==> config.mk <==
export PLATFORM = sky130hd
export DESIGN_NAME = fast_trip_filter
export DESIGN_NICKNAME = d
export VERILOG_FILES = /design/src/rtl/ftf_pkg.sv /design/src/rtl/ftf_integ.sv /design/src/rtl/ftf_comb.sv /design/src/rtl/ftf_trip.sv /design/src/rtl/fast_trip_filter.sv
export SDC_FILE = /design/constraint.sdc
export NUM_CORES = 1
export LEC_CHECK = 0
export BUFFER_PORTS_ARGS = -buffer_cell sky130_fd_sc_hd__buf_4
export CAP_MARGIN = 20
export CORE_ASPECT_RATIO = 1.75
export CORE_MARGIN = 1.5
export CORE_UTILIZATION = 45
export DETAILED_ROUTE_END_ITERATION = 10
export GPL_ROUTABILITY_DRIVEN = 0
export PLACE_DENSITY = 0.7
export SYNTH_ARGS = -nofsm -noshare
export SYNTH_HDL_FRONTEND = slang
export SYNTH_SLANG_ARGS = --single-unit
==> constraint.sdc <==
create_clock -name clk -period 9.6 [get_ports clk]
set_input_delay 0.48 -clock clk [delete_from_list [all_inputs] [get_ports clk]]
set_output_delay 0.48 -clock clk [all_outputs]
set_load 0.01 [all_outputs]
==> src/rtl/ftf_pkg.sv <==
package ftf_pkg;

  typedef enum logic {
    MODE_PLAIN = 1'b0,
    MODE_FAST  = 1'b1
  } ftf_mode_e;

  // Log2 of the decimation ratio for a select code, clamped to the supported maximum.
  function automatic int ratio_log2(input int sel, input int min_l, input int max_l);
    int v;
    v = min_l + sel;
    if (v > max_l) v = max_l;
    return v;
  endfunction

  // Number of decimated samples needed before the output window is fully populated.
  function automatic int settle_periods(input logic fast);
    return (fast == MODE_FAST) ? 4 : 2;
  endfunction

endpackage

==> src/rtl/ftf_integ.sv <==
module ftf_integ #(
  parameter int W    = 13,
  parameter int PH_W = 5
) (
  input  logic                clk,
  input  logic                rst,
  input  logic                restart,
  input  logic                bit_in,
  input  logic [PH_W-1:0]     last_phase,
  output logic signed [W-1:0] sum_nx,
  output logic                dec
);
  logic signed [W-1:0] acc1, acc2, acc1_nx, step;
  logic [PH_W-1:0]     phase;

  // +1 for a one, -1 for a zero
  assign step    = {{(W-1){~bit_in}}, 1'b1};
  assign acc1_nx = acc1 + step;
  assign sum_nx  = acc2 + acc1_nx;
  assign dec     = (phase == last_phase) && !restart;

  always_ff @(posedge clk) begin
    if (rst || restart) begin
      acc1  <= '0;
      acc2  <= '0;
      phase <= '0;
    end else begin
      acc1  <= acc1_nx;
      acc2  <= sum_nx;
      phase <= dec ? '0 : phase + 1'b1;
    end
  end
endmodule

==> src/rtl/ftf_comb.sv <==
module ftf_comb #(
  parameter int W = 13
) (
  input  logic                clk,
  input  logic                rst,
  input  logic                restart,
  input  logic                dec,
  input  logic                fast,
  input  logic signed [W-1:0] sum_in,
  output logic signed [W-1:0] y_nx,
  output logic                take,
  output logic signed [W-1:0] y_q,
  output logic                valid_q
);
  import ftf_pkg::*;

  logic signed [W-1:0] prev_sum, prev_c1, hist1, hist2, c1, c2;
  logic [2:0]          cnt, cnt_nx;

  assign c1     = sum_in - prev_sum;
  assign c2     = c1 - prev_c1;
  assign y_nx   = fast ? c2 + hist2 : c2;
  assign cnt_nx = (cnt >= 3'd4) ? cnt : cnt + 3'd1;
  assign take   = dec && (int'(cnt_nx) >= settle_periods(fast));

  always_ff @(posedge clk) begin
    if (rst || restart) begin
      prev_sum <= '0;
      prev_c1  <= '0;
      hist1    <= '0;
      hist2    <= '0;
      cnt      <= '0;
      y_q      <= '0;
      valid_q  <= 1'b0;
    end else begin
      valid_q <= take;
      if (take) y_q <= y_nx;
      if (dec) begin
        prev_sum <= sum_in;
        prev_c1  <= c1;
        hist1    <= c2;
        hist2    <= hist1;
        cnt      <= cnt_nx;
      end
    end
  end
endmodule

==> src/rtl/ftf_trip.sv <==
module ftf_trip #(
  parameter int W = 13
) (
  input  logic                clk,
  input  logic                rst,
  input  logic                restart,
  input  logic                take,
  input  logic signed [W-1:0] y_nx,
  input  logic signed [W-1:0] thr_hi,
  input  logic signed [W-1:0] thr_lo,
  input  logic                clr,
  output logic                trip,
  output logic                hot_now
);
  logic over, hot;

  assign over    = take && ((y_nx > thr_hi) || (y_nx < thr_lo));
  assign hot_now = take ? over : hot;

  always_ff @(posedge clk) begin
    if (rst) begin
      trip <= 1'b0;
      hot  <= 1'b0;
    end else begin
      if (over)                trip <= 1'b1;
      else if (clr && !hot_now) trip <= 1'b0;
      if (restart)   hot <= 1'b0;
      else if (take) hot <= over;
    end
  end
endmodule

==> src/rtl/fast_trip_filter.sv <==
module fast_trip_filter #(
  parameter int MIN_LOG2 = 2,
  parameter int MAX_LOG2 = 5,
  parameter int SEL_W    = 2,
  parameter int W        = 2 * MAX_LOG2 + 3
) (
  input  logic                clk,
  input  logic                rst,
  input  logic                cfg_fast,
  input  logic [SEL_W-1:0]    cfg_osr_sel,
  input  logic                bit_in,
  input  logic signed [W-1:0] thr_hi,
  input  logic signed [W-1:0] thr_lo,
  input  logic                clr,
  output logic signed [W-1:0] y_out,
  output logic                y_valid,
  output logic                trip
);
  import ftf_pkg::*;

  localparam int PH_W = MAX_LOG2;

  logic                fast_q;
  logic [SEL_W-1:0]    sel_q;
  logic                restart;
  logic [PH_W-1:0]     last_phase;
  logic signed [W-1:0] sum_nx, y_nx;
  logic                dec, take, hot_now;

  assign restart    = !rst && ((cfg_fast != fast_q) || (cfg_osr_sel != sel_q));
  assign last_phase = PH_W'((32'd1 << ratio_log2(int'(sel_q), MIN_LOG2, MAX_LOG2)) - 32'd1);

  // configuration is captured during reset and followed afterwards; any difference restarts
  always_ff @(posedge clk) begin
    fast_q <= cfg_fast;
    sel_q  <= cfg_osr_sel;
  end

  ftf_integ #(.W(W), .PH_W(PH_W)) u_integ (
    .clk(clk), .rst(rst), .restart(restart), .bit_in(bit_in),
    .last_phase(last_phase), .sum_nx(sum_nx), .dec(dec)
  );

  ftf_comb #(.W(W)) u_comb (
    .clk(clk), .rst(rst), .restart(restart), .dec(dec), .fast(fast_q),
    .sum_in(sum_nx), .y_nx(y_nx), .take(take), .y_q(y_out), .valid_q(y_valid)
  );

  ftf_trip #(.W(W)) u_trip (
    .clk(clk), .rst(rst), .restart(restart), .take(take), .y_nx(y_nx),
    .thr_hi(thr_hi), .thr_lo(thr_lo), .clr(clr), .trip(trip), .hot_now(hot_now)
  );
endmodule

# After elaboration in Yosys (flattened, before gate mapping)

Cells that the tools add are included.

Memory bits (read-only): 0
RAM bits: 0
Bits in latches: 0
Memories: 0
Bits of input ports: 33
Output and inout bits: 15
Bits in registers: 105

Mux-type cells: 7
Multipliers: 0
Equal/unequal tests: 3
Shifts and indexed selects: 1
Divide/modulo/power cells: 0
Reductions and logical operators: 14
Bitwise logic cells: 1
Add/subtract/negate cells: 9
Order comparisons: 5

Operator list:

| kind                                                                | number |
|---|---|
| 4-bit by 32-bit >= comparator with 1-bit output                     | 1 |
| 13-bit adder                                                        | 2 |
| 13-bit subtractor                                                   | 2 |
| 13-bit by 2-bit adder with 13-bit output                            | 1 |
| 13-bit greater-than comparator                                      | 1 |
| 13-bit less-than comparator                                         | 1 |
| 13-bit 2-to-1 mux                                                   | 1 |
| 3-bit 2-to-1 mux                                                    | 3 |
| 5-bit by 1-bit adder with 5-bit output (second input constant)      | 1 |
| 5-bit equality test                                                 | 1 |
| 1-bit logical AND                                                   | 5 |
| 1-bit by 3-bit << shifter with 5-bit output (first input constant)  | 1 |
| 5-bit by 1-bit subtractor with 5-bit output (second input constant) | 1 |
| 2-bit OR reduction                                                  | 2 |
| 2-bit by 2-bit adder with 3-bit output (first input constant)       | 1 |
| 3-bit by 1-bit adder with 3-bit output (second input constant)      | 1 |
| 3-bit >= comparator (second input constant)                         | 1 |
| 3-bit greater-than comparator (second input constant)               | 1 |
| 1-bit logical NOT                                                   | 3 |
| 1-bit logical OR                                                    | 3 |
| 1-bit 2-to-1 mux                                                    | 3 |
| 2-bit != test                                                       | 1 |
| 2-bit nonzero test                                                  | 1 |
| 1-bit != test                                                       | 1 |
| 1-bit NOT                                                           | 1 |

# Logic depth before layout (Yosys ltp)

Gate-level depths: netlist of run 1.

Depth after elaboration: 15
Depth in mapped cells: 40
Depth with buffers taken out: 40

# Hierarchy

Synthesis of run 1 repeated with hierarchy kept, for this count alone.

Cell total of the unflattened synthesis: 833
Area, all modules: 7255.7 um^2

By module, submodules not included:

| module           | area an instance (um^2) | cells each | instances |
|---|---|---|---|
| ftf_comb         | 4297.9                  | 493        | 1 |
| ftf_integ        | 2093.3                  | 228        | 1 |
| ftf_trip         | 750.7                   | 101        | 1 |
| fast_trip_filter | 113.9                   | 11         | 1 |

# Worst setup path after synthesis of run 1

Ideal clock, no wire load.

Kind: input -> register
From: input port bit_in
To: register u_trip.trip
Required time: 9.482 ns
Path slack: 2.793 ns
Path buffers: 0
Data arrival time: 6.689 ns
Library setup time: 0.118 ns
Cell stages on the path: 34
Cell sequence: inv_1 ha_1 a21o_1 a21oi_1 o21bai_1 a21oi_1 xnor2_1 ha_1 inv_1 o21bai_1 a21oi_1 xnor2_1 ha_1 or3_1 and2_1 ha_1 a21oi_1 xnor2_1 ha_1 and2_1 a31o_2 a311oi_1 a21oi_1 xnor2_1 nand2_1 o21a_1 ha_1 nand4_1 nor4_1 mux2i_1 o21ai_1 a21oi_1 a21oi_1 a21oi_1

Word-level cells in the longest chain between the ends: 14
Elaborated cells between the ends (all ways): 16
Classes of those cells: add/sub: 5; order compare: 2; mux: 3; bitwise: 1; reduce/logical: 5

Ends and longest elaborated chain:

| what                                                                                 | line                   | source |
|---|---|---|
| from (decl)                                                                          | fast_trip_filter.sv:11 | `input logic bit_in,` |
| 1-bit NOT (*)                                                                        | ftf_integ.sv:17        | `assign step = {{(W-1){~bit_in}}, 1'b1};` |
| 13-bit by 2-bit adder with 13-bit output (*)                                         | ftf_integ.sv:18        | `assign acc1_nx = acc1 + step;` |
| net u_integ.acc1_nx[5]                                                               | ftf_integ.sv:13        | `logic signed [W-1:0] acc1, acc2, acc1_nx, step;` |
| 13-bit adder (*)                                                                     | ftf_integ.sv:19        | `assign sum_nx = acc2 + acc1_nx;` |
| net sum_nx[7]                                                                        | fast_trip_filter.sv:27 | `logic signed [W-1:0] sum_nx, y_nx;` |
| 13-bit subtractor (*)                                                                | ftf_comb.sv:20         | `assign c1 = sum_in - prev_sum;` |
| net u_comb.c1[7]                                                                     | ftf_comb.sv:17         | `logic signed [W-1:0] prev_sum, prev_c1, hist1, hist2, c1, c2;` |
| 13-bit subtractor (*)                                                                | ftf_comb.sv:21         | `assign c2 = c1 - prev_c1;` |
| net u_comb.c2[8]                                                                     | ftf_comb.sv:17         |  |
| [2 not listed]                                                                       | -                      |  |
| net u_comb.y_nx[11]                                                                  | ftf_comb.sv:10         | `output logic signed [W-1:0] y_nx,` |
| 13-bit greater-than comparator / 13-bit less-than comparator (equally long branches) | ftf_trip.sv:17         | `assign over = take && ((y_nx > thr_hi) \|\| (y_nx < thr_lo));` |
| 1-bit logical OR (*)                                                                 | ftf_trip.sv:17         |  |
| 1-bit logical AND (*)                                                                | ftf_trip.sv:17         |  |
| 1-bit 2-to-1 mux                                                                     | ftf_trip.sv:18         | `assign hot_now = take ? over : hot;` |
| 1-bit logical NOT                                                                    | ftf_trip.sv:26         | `else if (clr && !hot_now) trip <= 1'b0;` |
| 1-bit logical AND                                                                    | ftf_trip.sv:26         |  |
| 2-bit nonzero test (no source line)                                                  | -                      |  |
| to (signal assigned)                                                                 | ftf_trip.sv:22         | `trip <= 1'b0;` |
| to (signal assigned)                                                                 | ftf_trip.sv:25         | `if (over) trip <= 1'b1;` |
| to (signal assigned)                                                                 | ftf_trip.sv:26         |  |
| to (decl)                                                                            | ftf_trip.sv:12         | `output logic trip,` |

Mark *: on every way through the listed nets, which the timed path passes. The rest lies on a longest branch.
A chain may end at the register's enable or synchronous reset.

# Worst setup path after layout of run 1

Same ends and word-level chain as after synthesis.

==> summary.md, run 1 <==
| Metric | Value |
|---|---|
| Synth warnings | `0` |
| Core ar. | `15300 µm²` |
| H-tree depth | `3` |
| Fmax | `133 MHz` |
| Critical Path Most Common Cell | `a21oi_1` |
| Multi-input logic area | `4560 µm²` |
| FFs w/ async S/R, synth | `0%` |
| R2r setup slk | `2330 ps` |
| FILL cells | `1481` |
| Least-Margin Pin Slew | `708 ps` |
| Worst IR drop on VDD | `110 µV` |
| Top cell type's share of synthesized area | `~30%` |
| IO Pins | `48` |
| Tmin final | `7500 ps` |
| Register area | `roughly 2100 µm²` |
| DRT Pass-1 Iters | `4` |
| Setup CP Type | `input pin to register` |
| Endpoint class of the critical path | `register` |
| Status | `complete, no violations` |
| Setup crit start | `bit_in` |
| Post-Syn Nets | `968` |
| Startpoint types | `input pin` |
| Via Count | `5768` |
| Max_cap viols | `0` |
| Vias per cell | `5.38` |
| DP Area | `7570 µm²` |
| Leak | `approximately 3.2 nW` |
| Highest routed layer | `met4` |
| Crit-path slowest cell | `ha_1` |
| Slew Viols, Final | `0` |
| First-iteration detailed-routing DRC count | `around 170` |
| Die Height | `~170 µm` |
| Total Wirelength | `between 15 and 20 mm` |
| Die area | `16400 µm²` |
| Period utilization | `78.1%` |
| CTS buffer count | `9` |
| Starting Density | `45.8%` |
| Number of I/O port buffers | `47` |
| Syn Area/Cell | `8.33 µm²` |
| Die X-Extent | `97.3 µm` |
| Netlist cell types | `63` |
| Slew HR | `52.5%` |
| Root Driver | `clkbuf_16` |
| Worst-path clk slew | `approximately 80 ps` |
| Mapped cell area | `7010 µm²` |
| Remaining antenna violation count | `0` |
| Fin Hold WS | `242 ps` |
| Global-route wire length before repair | `~26 mm` |
| Number of synthesized flops with an enable pin | `0` |
| Seq cells post-synth | `105` |
| Crit path to | `u_trip.trip` |
| Final setup viols | `0` |
| WL met1 | `a little under 6 mm` |
| Synth area leaders | `dfxtp_1, ha_1, a21oi_1, xnor2_1, nand2_1` |
| Clock skew | `10.5 ps` |
| Pwr dens | `between 150 and 200 nW/µm²` |
| Final #Nets | `1009` |
| Synth Flop Type | `dfxtp_1` |
| CTS max path bufs | `2` |
| Vias in the first global route | `about 5600` |
| Hold WC Path Type | `input pin to register` |
| Unrepaired setup endpoints after global routing | `false` |
| Skew-Pair Late Insertion Delay | `350 ps` |
| Worst R2R Start | `u_integ.acc1[0]` |
| Crit Path Max Fanout | `12` |
| Largest net degree at the start of global routing | `57` |
| Core Util, Final | `51.2%` |
| Met2 WL | `8.59 mm` |
| Hold-fix buffers at CTS | `0` |
| Final Hold Viols | `0` |
| CTS tree | `yes` |
| Post-CTS setup buffers | `0` |
| Grt total ovfl | `0` |
| Overall routing resource usage | `19.3%` |
| Worst endpoint required time | `9850 ps` |
| Initial antenna violation count | `0` |
| Remaining routing DRC violations | `0` |
| Resized Gates After CTS | `0` |
| CP arrival | `7750 ps` |
| Met3 wire len | `about 270 µm` |
| Setup TNS | `0 ps` |
| Ant diodes | `0` |
| Clock Sinks | `105` |
| Routed len/inst | `14.3 µm` |
| Cells after Synth | `between 800 and 900` |
| HPWL Detailed | `between 10 and 15 mm` |
| Rows | `60` |
| Area leader, netlist | `dfxtp_1` |
| Depth of the worst register-to-register path | `36` |
| Share of cells above drive strength 1 | `11.5%` |
| Seq/Total Area, Yosys | `30.0%` |
| Syn-to-layout area delta | `12.0%` |
| Reg-to-Reg End | `u_trip.trip` |
| Max incr delay on CP | `370 ps` |
| Final Cell Area | `7850 µm²` |
## synth_stat cells, drive strengths merged, types with 7 or more instances
master  instances
nand2          91
xnor2          47
dfxtp         105
nand3          12
xor2           14
o221a           9
nor2b          17
nor2           75
a21oi          82
o21bai          9
and2           26
o21ai          25
a21o           12
o21a           14
inv            74
mux2            7
ha             89
a211oi         11
mux2i          14
nor3           15
clkbuf         20
## stage by stage
| stage | total power [mW] | cells | setup WS (ps) |
|---|---|---|---|
| 2_1_floorplan | 1.02 | 841 | 2790 |
| 3_3_place_gp | 1.17 | 1057 | 1850 |
| 3_5_place_dp | 1.18 | 1057 | 1810 |
| 4_1_cts | 1.54 | 1072 | 2150 |
| 5_1_grt | 1.65 | 1072 | 1480 |
| 6_report | 1.53 | 1072 | 2100 |
## kinds of logic (layout without fill, tap and decap cells)
logic type      after synthesis  count (layout)  share of synthesized area (%)
compound gates              191             191                           18.0
simple gates                271             271                           18.3
buf+inv                      97             142                           5.21
flops                       105             105                           30.0
fa+ha+maj                    94              94                           17.3
mux                          21              21                           3.12
xor+xnor                     62              62                           8.07
## worst max-delay path: cells and delay by family
| family | cells | cell delay [ps] |
|---|---|---|
| xor+xnor | 4 | 590 |
| fa+ha+maj | 6 | 1980 |
| buf+inv | 2 | 430 |
| compound gates | 16 | 2720 |
| mux | 1 | 120 |
| simple gates | 11 | 1420 |
## per-layer routing
| layer | GRT usage, % | vias to the layer above |
|---|---|---|
| met1 | 19.4 | 2694 |
| met5 | 0 | - |
| li1 | - | 2968 |
| met3 | 2.45 | 34 |
| met2 | 38.0 | 72 |
| met4 | 9.88 | 0 |
## final cells by class
class                           instances  area share (%)
Clock inverter                          6           0.638
Clock buffer                            9            2.87
Timing Repair Buffer                   53            5.07
Sequential cell                       105            26.8
Multi-Input combinational cell        639            58.1
Tap cell                              186            2.97
Inverter                               74            3.54
## worst min-delay path by stage
stage,startpoint,end,slack (ps),cells past startpoint
floorplan,u_comb.hist1[12],u_comb.hist2[12],430,2
global placement,u_comb.hist1[7],u_comb.hist2[7],440,2
detailed placement,u_comb.hist1[5],u_comb.hist2[5],450,2
CTS,cfg_osr_sel[0],sel_q[0],230,1
global route,cfg_osr_sel[0],sel_q[0],230,1
finish,cfg_osr_sel[0],sel_q[0],240,1
## cells in the final DEF (no fill, tap or decap), drive strengths merged, types with 11 or more instances in the layout
master  instances
mux2i          14
a21o           12
a21oi          82
ha             89
xor2           14
nand3          12
a211oi         11
dfxtp         105
nor2b          17
xnor2          47
nand2          91
inv            77
and2           26
buf            53
o21ai          25
nor2           75
o21a           14
nor3           15
## registers in the layout (all words and copies together) (netlist names)
signal,count
u_trip.trip,1
u_comb.cnt,3
u_integ.acc1,13
u_comb.y_q,13
u_comb.prev_c1,13
sel_q,2
u_integ.phase,5
fast_q,1
u_comb.hist2,13
u_trip.hot,1
u_comb.valid_q,1
u_integ.acc2,13
u_comb.hist1,13
u_comb.prev_sum,13
## power breakdown
group          internal, mW  switching, mW
clock                 0.178          0.176
sequential            0.440        0.00243
combinational         0.324          0.411
total                 0.942          0.590
(Power assumes the default switching activity.)
==> run 2: changes to the inputs <==
clock period = 7 ns   (was 9.6 ns; I/O delays follow)
==> summary.md, run 2 (same netlist as run 1, synthesis figures left out) <==
| Metric | Value |
|---|---|
| Worst IR drop on VDD | `176 µV (+61%)` |
| Fmax | `~150 MHz` |
| Tmin final | `about 6700 ps` |
| HPWL Detailed | `11.8 mm (+0.68%)` |
| Ant diodes | `0 (unchanged)` |
| Final #Nets | `1055 (+4.6%)` |
| Share of cells above drive strength 1 | `21.0% (+9.5 points)` |
| Crit-path slowest cell | `dfxtp_2` |
| CP arrival | `6960 ps (-790 ps)` |
| Final setup viols | `0 (unchanged)` |
| R2r setup slk | `290 ps (-2040 ps)` |
| Period utilization | `95.9%` |
| WHS Path Cells | `1 (unchanged)` |
| Most frequent cells in the layout | `dfxtp_1, buf_4, nand2_1, ha_1, inv_1` |
| Hold Path Origin | `cfg_osr_sel[1]` |
| Routed len/inst | `14.3 µm (+0.38%)` |
| Overall routing resource usage | `19.7% (+0.39 points)` |
| Worst-path clk slew | `80 ps (about the same)` |
| Worst R2R Start | `u_integ.acc1[1]` |
| Slew Viols, Final | `0 (unchanged)` |
| Global-route wire length before repair | `26.6 mm (+3.5%)` |
| Clock Sinks | `105 (unchanged)` |
| Die area | `16400 µm² (unchanged)` |
| CTS max path bufs | `2 (unchanged)` |
| DP Area | `7840 µm² (+3.6%)` |
| Remaining routing DRC violations | `0 (unchanged)` |
| Total Wirelength | `16.0 mm (+4.8%)` |
| Die X-Extent | `97.3 µm (unchanged)` |
| Pwr dens | `282 nW/µm² (+44%)` |
| DRT Pass-1 Iters | `5 (+1)` |
| Worst endpoint required time | `7250 ps (-2600 ps)` |
| Critical Path Most Common Cell | `ha_1` |
| Endpoint class of the critical path | `register` |
| Number of I/O port buffers | `47 (unchanged)` |
| Setup TNS | `0 ps (unchanged)` |
| FILL cells | `1432 (-3.3%)` |
| Reg-to-Reg End | `u_trip.trip` |
| CTS tree | `yes` |
| Starting Density | `45.8% (unchanged)` |
| Hold Path End | `sel_q[1]` |
| Initial antenna violation count | `0 (unchanged)` |
| Vias per cell | `5.33 (-0.94%)` |
| Remaining antenna violation count | `0 (unchanged)` |
| Rows | `60 (unchanged)` |
| Hold WC Path Type | `input pin to register` |
| Largest net degree at the start of global routing | `64 (+12%)` |
| Vias in the first global route | `5866 (+3.9%)` |
| Max_cap viols | `0 (unchanged)` |
| Crit Path Max Fanout | `5 (-7)` |
| Core Util, Final | `55.2% (+4.0 points)` |
| Startpoint types | `register` |
| Hold-fix buffers at CTS | `0 (unchanged)` |
| Skew-Pair Late Insertion Delay | `360 ps (about the same)` |
| Clock skew | `8.53 ps (-1.92 ps)` |
| Grt total ovfl | `0 (unchanged)` |
| First-iteration detailed-routing DRC count | `191 (+14%)` |
| H-tree depth | `3 (unchanged)` |
| Final Hold Viols | `0 (unchanged)` |
| Final Cell Area | `8460 µm² (+7.8%)` |
| Core ar. | `15300 µm² (unchanged)` |
| Root Driver | `clkbuf_16` |
| Via Count | `5964 (+3.4%)` |
| Setup CP Type | `register to register` |
| Max incr delay on CP | `340 ps (-30 ps)` |
| Leak | `3.54 nW (+9.7%)` |
| Commonest non-fill, non-tap cell in the layout | `dfxtp_1` |
| Syn-to-layout area delta | `20.7%` |
| Die Height | `168 µm (unchanged)` |
| Slew HR | `51.5% (-0.91 points)` |
| Depth of the worst register-to-register path | `34 (-5.6%)` |
| IO Pins | `48 (unchanged)` |
| Status | `complete, no violations` |
| Least-Margin Pin Slew | `727 ps (+18.7 ps)` |
| CTS buffer count | `9 (unchanged)` |
run 2: changes by cell type in the layout (fill, tap and decap cells not counted), moves of 4 or more:
| cell | change |
|---|---|
| xnor2_1 | -7 |
| a21oi_1 | -15 |
| a21oi_2 | +14 |
| ha_1 | -4 |
| xnor2_2 | +7 |
| buf_4 | +46 |
run 2: metal layers:
metal	vias up	GRT usage [%]	share of wire [%]
li1	3054	-	-
met1	2792	20.6	39
met2	79	37.5	55
met3	39	2.24	1.8
met4	0	11.0	4.3
met5	-	0	0
run 2: where the power goes:
part,leakage [nW],internal (mW),switching (mW),total [mW]
Clock,0.148,0.261,0.256,0.518
Sequential,0.849,0.603,0.00310,0.606
Combinational,2.55,0.613,0.645,1.26
run 2: worst max path at each step:
stage / start / to / cells past startpoint
global route: u_integ.acc1[1] / u_trip.trip / 39
CTS: u_integ.acc1[0] / u_trip.trip / 35
finish: u_integ.acc1[1] / u_trip.trip / 34
floorplan: bit_in / u_trip.trip / 34
global placement: bit_in / u_trip.hot / 38
detailed placement: bit_in / u_trip.trip / 37
run 2: area by class of cell:
| cell class | instances | area (µm²) | share of cell area [%] |
|---|---|---|---|
| repair buffers | 99 | 743 | 8.79 |
| well taps | 186 | 233 | 2.75 |
| clock inverters | 6 | 57.6 | 0.680 |
| clock buffers | 10 | 239 | 2.83 |
| multi-input cells | 639 | 4800 | 56.8 |
| flip-flops and latches | 105 | 2100 | 24.9 |
| inverters | 74 | 278 | 3.28 |
run 2: repair_timing:
action,4_1_cts,5_1_grt
endpoints found under the hold margin,0,0
setup buffers,0,10
gates resized for setup,0,52
setup endpoints to repair,0,2
run 2: worst max-delay path, delay by kind of cell (launching register included):
| family | cells | cell delay, ps |
|---|---|---|
| buffers and inverters | 4 | 580 |
| adder cells (fa/ha/maj) | 6 | 1660 |
| AO/OA/AOI/OAI | 12 | 1980 |
| flip-flops | 1 | 340 |
| AND/OR/NAND/NOR | 6 | 930 |
| XOR/XNOR | 6 | 1110 |
run 2: stage by stage:
| step | setup slack, ps | instances | total power, mW | hold slack (ps) |
|---|---|---|---|---|
| 2_1_floorplan | 323 | 841 | 1.40 | 378 |
| 3_3_place_gp | 0.150 | 1093 | 1.73 | 438 |
| 3_5_place_dp | -92.7 | 1093 | 1.75 | 447 |
| 4_1_cts | 58.3 | 1109 | 2.27 | 99.4 |
| 5_1_grt | -105 | 1119 | 2.55 | 95.8 |
| 6_report | 288 | 1119 | 2.38 | 108 |
==> run 3: changes to the inputs <==
CAP_MARGIN = unset   (was 20)
RECOVER_POWER = 50   (was unset)
==> summary.md, run 3 (same netlist as run 1, synthesis figures left out) <==
| Metric | Value |
|---|---|
| HPWL Detailed | `11.8 mm (unchanged)` |
| Max_cap viols | `2 (+2)` |
| Commonest non-fill, non-tap cell in the layout | `dfxtp_1` |
| Setup TNS | `0 ps (unchanged)` |
| Final Hold Viols | `0 (unchanged)` |
| CTS tree | `yes` |
| Die X-Extent | `97.3 µm (unchanged)` |
| Final setup viols | `0 (unchanged)` |
| Die area | `16400 µm² (unchanged)` |
| Vias per cell | `5.33 (about the same)` |
| Number of I/O port buffers | `47 (unchanged)` |
| Cell Int Power | `1.48 mW (about the same)` |
| Starting Density | `45.8% (unchanged)` |
| Ant diodes | `0 (unchanged)` |
| Least-Margin Pin Slew | `2130 ps (+1410 ps)` |
| Startpoint types | `register` |
| Remaining antenna violation count | `0 (unchanged)` |
| CTS buffer count | `9 (unchanged)` |
| H-tree depth | `3 (unchanged)` |
| Crit path max-delay family | `compound AO/OA/AOI/OAI gates` |
| CP arrival | `6960 ps (about the same)` |
| Pwr dens | `284 nW/µm² (+0.77%)` |
| Critical Path Most Common Cell | `ha_1` |
| Leak | `3.46 nW (-2.4%)` |
| Failing checks | `max-capacitance violations, max-slew violations` |
| Reg-to-Reg End | `u_trip.trip` |
| Combinational share of power | `52.8% (about the same)` |
| Slew Viols, Final | `50 (+50)` |
| Overall routing resource usage | `19.7% (unchanged)` |
| Worst IR drop on VDD | `177 µV (+0.15%)` |
| Global-route wire length before repair | `26.6 mm (unchanged)` |
| Routed len/inst | `14.3 µm (-0.32%)` |
| Endpoint class of the critical path | `register` |
| Critical path buffers and inverters | `4 (unchanged)` |
| Clock Power Share | `21.7% (about the same)` |
| Setup crit start | `u_integ.acc1[1]` |
| Total Wirelength | `16.0 mm (-0.32%)` |
| Setup CP Type | `register to register` |
| DRT Pass-1 Iters | `4 (-1)` |
| Most frequent cells in the layout | `dfxtp_1, nand2_1, ha_1, buf_4, inv_1` |
| P_sw | `0.904 mW (-0.13%)` |
| Share of cells above drive strength 1 | `19.0% (-2.0 points)` |
| Worst endpoint required time | `7250 ps (about the same)` |
| Largest net degree at the start of global routing | `64 (unchanged)` |
| Via Count | `5968 (+0.067%)` |
| Max incr delay on CP | `340 ps (about the same)` |
| Total power | `2.38 mW (about the same)` |
| Fmax | `149 MHz (about the same)` |
| Slew HR | `-42.2% (-94 points)` |
| Initial antenna violation count | `0 (unchanged)` |
| Rows | `60 (unchanged)` |
| Syn-to-layout area delta | `19.7%` |
| Status | `finished, violations left` |
| WP depth | `34 (unchanged)` |
| Depth of the worst register-to-register path | `34 (unchanged)` |
| IO Pins | `48 (unchanged)` |
| Hold WC Path Type | `input pin to register` |
| Clock skew | `8.47 ps (-0.0666 ps)` |
| Root Driver | `clkbuf_16` |
| Skew-Pair Late Insertion Delay | `350 ps (about the same)` |
| Crit path to | `u_trip.trip` |
| Hold Path Origin | `cfg_osr_sel[1]` |
| Die Height | `168 µm (unchanged)` |
| Crit-path slowest cell | `dfxtp_2` |
| Grt total ovfl | `0 (unchanged)` |
| Core ar. | `15300 µm² (unchanged)` |
| CTS max path bufs | `2 (unchanged)` |
| Final #Nets | `1055 (unchanged)` |
| Worst-path clk slew | `80 ps (about the same)` |
| Worst R2R Start | `u_integ.acc1[1]` |
| First-iteration detailed-routing DRC count | `187 (-2.1%)` |
| Sw Share | `38.0% (about the same)` |
| R2r setup slk | `290 ps (about the same)` |
| Period utilization | `95.8% (about the same)` |
| Remaining routing DRC violations | `0 (unchanged)` |
| Reg power frac | `25.5% (about the same)` |
| Tmin final | `6710 ps (-3.50 ps)` |
| Vias in the first global route | `5866 (unchanged)` |
| Crit Path Max Fanout | `5 (unchanged)` |
| Clock Sinks | `105 (unchanged)` |
[run 3: how the worst min path moves through the flow]
stage                 endpoint  slack [ps]  cells past startpoint
6_report              sel_q[1]         130                      1
5_1_grt               sel_q[1]         120                      1
4_1_cts               sel_q[1]         100                      1
3_5_place_dp   u_comb.hist2[7]         450                      2
3_3_place_gp   u_comb.hist2[7]         440                      2
2_1_floorplan           fast_q         380                      0
[run 3: layout make-up]
cell class	count	area, µm²
Fill cell	1453	6930
Multi-Input combinational cell	639	4800
Sequential cell	105	2100
Timing Repair Buffer	99	672
Inverter	74	278
Clock buffer	10	239
Tap cell	186	233
Clock inverter	6	57.6
[run 3: power by group through the flow]
stage	sequential [mW]	clock (mW)	combinational, mW
6_report	0.606	0.517	1.26
5_1_grt	0.607	0.546	1.40
4_1_cts	0.606	0.525	1.14
3_5_place_dp	0.620	0	1.13
3_3_place_gp	0.620	0	1.11
2_1_floorplan	0.620	0	0.782
[run 3: through the flow]
| stage | instances | hold WS, ps | setup WS (ps) | util [%] | cell area (µm²) |
|---|---|---|---|---|---|
| 6_report | 1119 | 132 | 291 | 54.8 | 8390 |
| 4_1_cts | 1109 | 99.4 | 58.3 | 53.1 | 8140 |
| 3_3_place_gp | 1093 | 438 | 0.150 | 51.2 | 7840 |
| 5_1_grt | 1119 | 121 | -105 | 54.8 | 8390 |
| 3_5_place_dp | 1093 | 447 | -92.7 | 51.2 | 7840 |
| 2_1_floorplan | 841 | 378 | 323 | - | 7010 |
[run 3: repair_timing]
| action | 4_1_cts | 5_1_grt |
|---|---|---|
| setup buffers | 0 | 10 |
| endpoints found under the setup margin | 0 | 2 |
| resized for setup | 0 | 52 |
| hold buffers | 0 | 0 |
[run 3: metal layers]
layer  vias to the layer above  wire (µm)  global-route usage, %
met5                         -          0                      0
met3                        38        282                   2.24
li1                       3053          -                      -
met1                      2804       6280                   20.6
met2                        73       8740                   37.5
met4                         0        687                   11.0
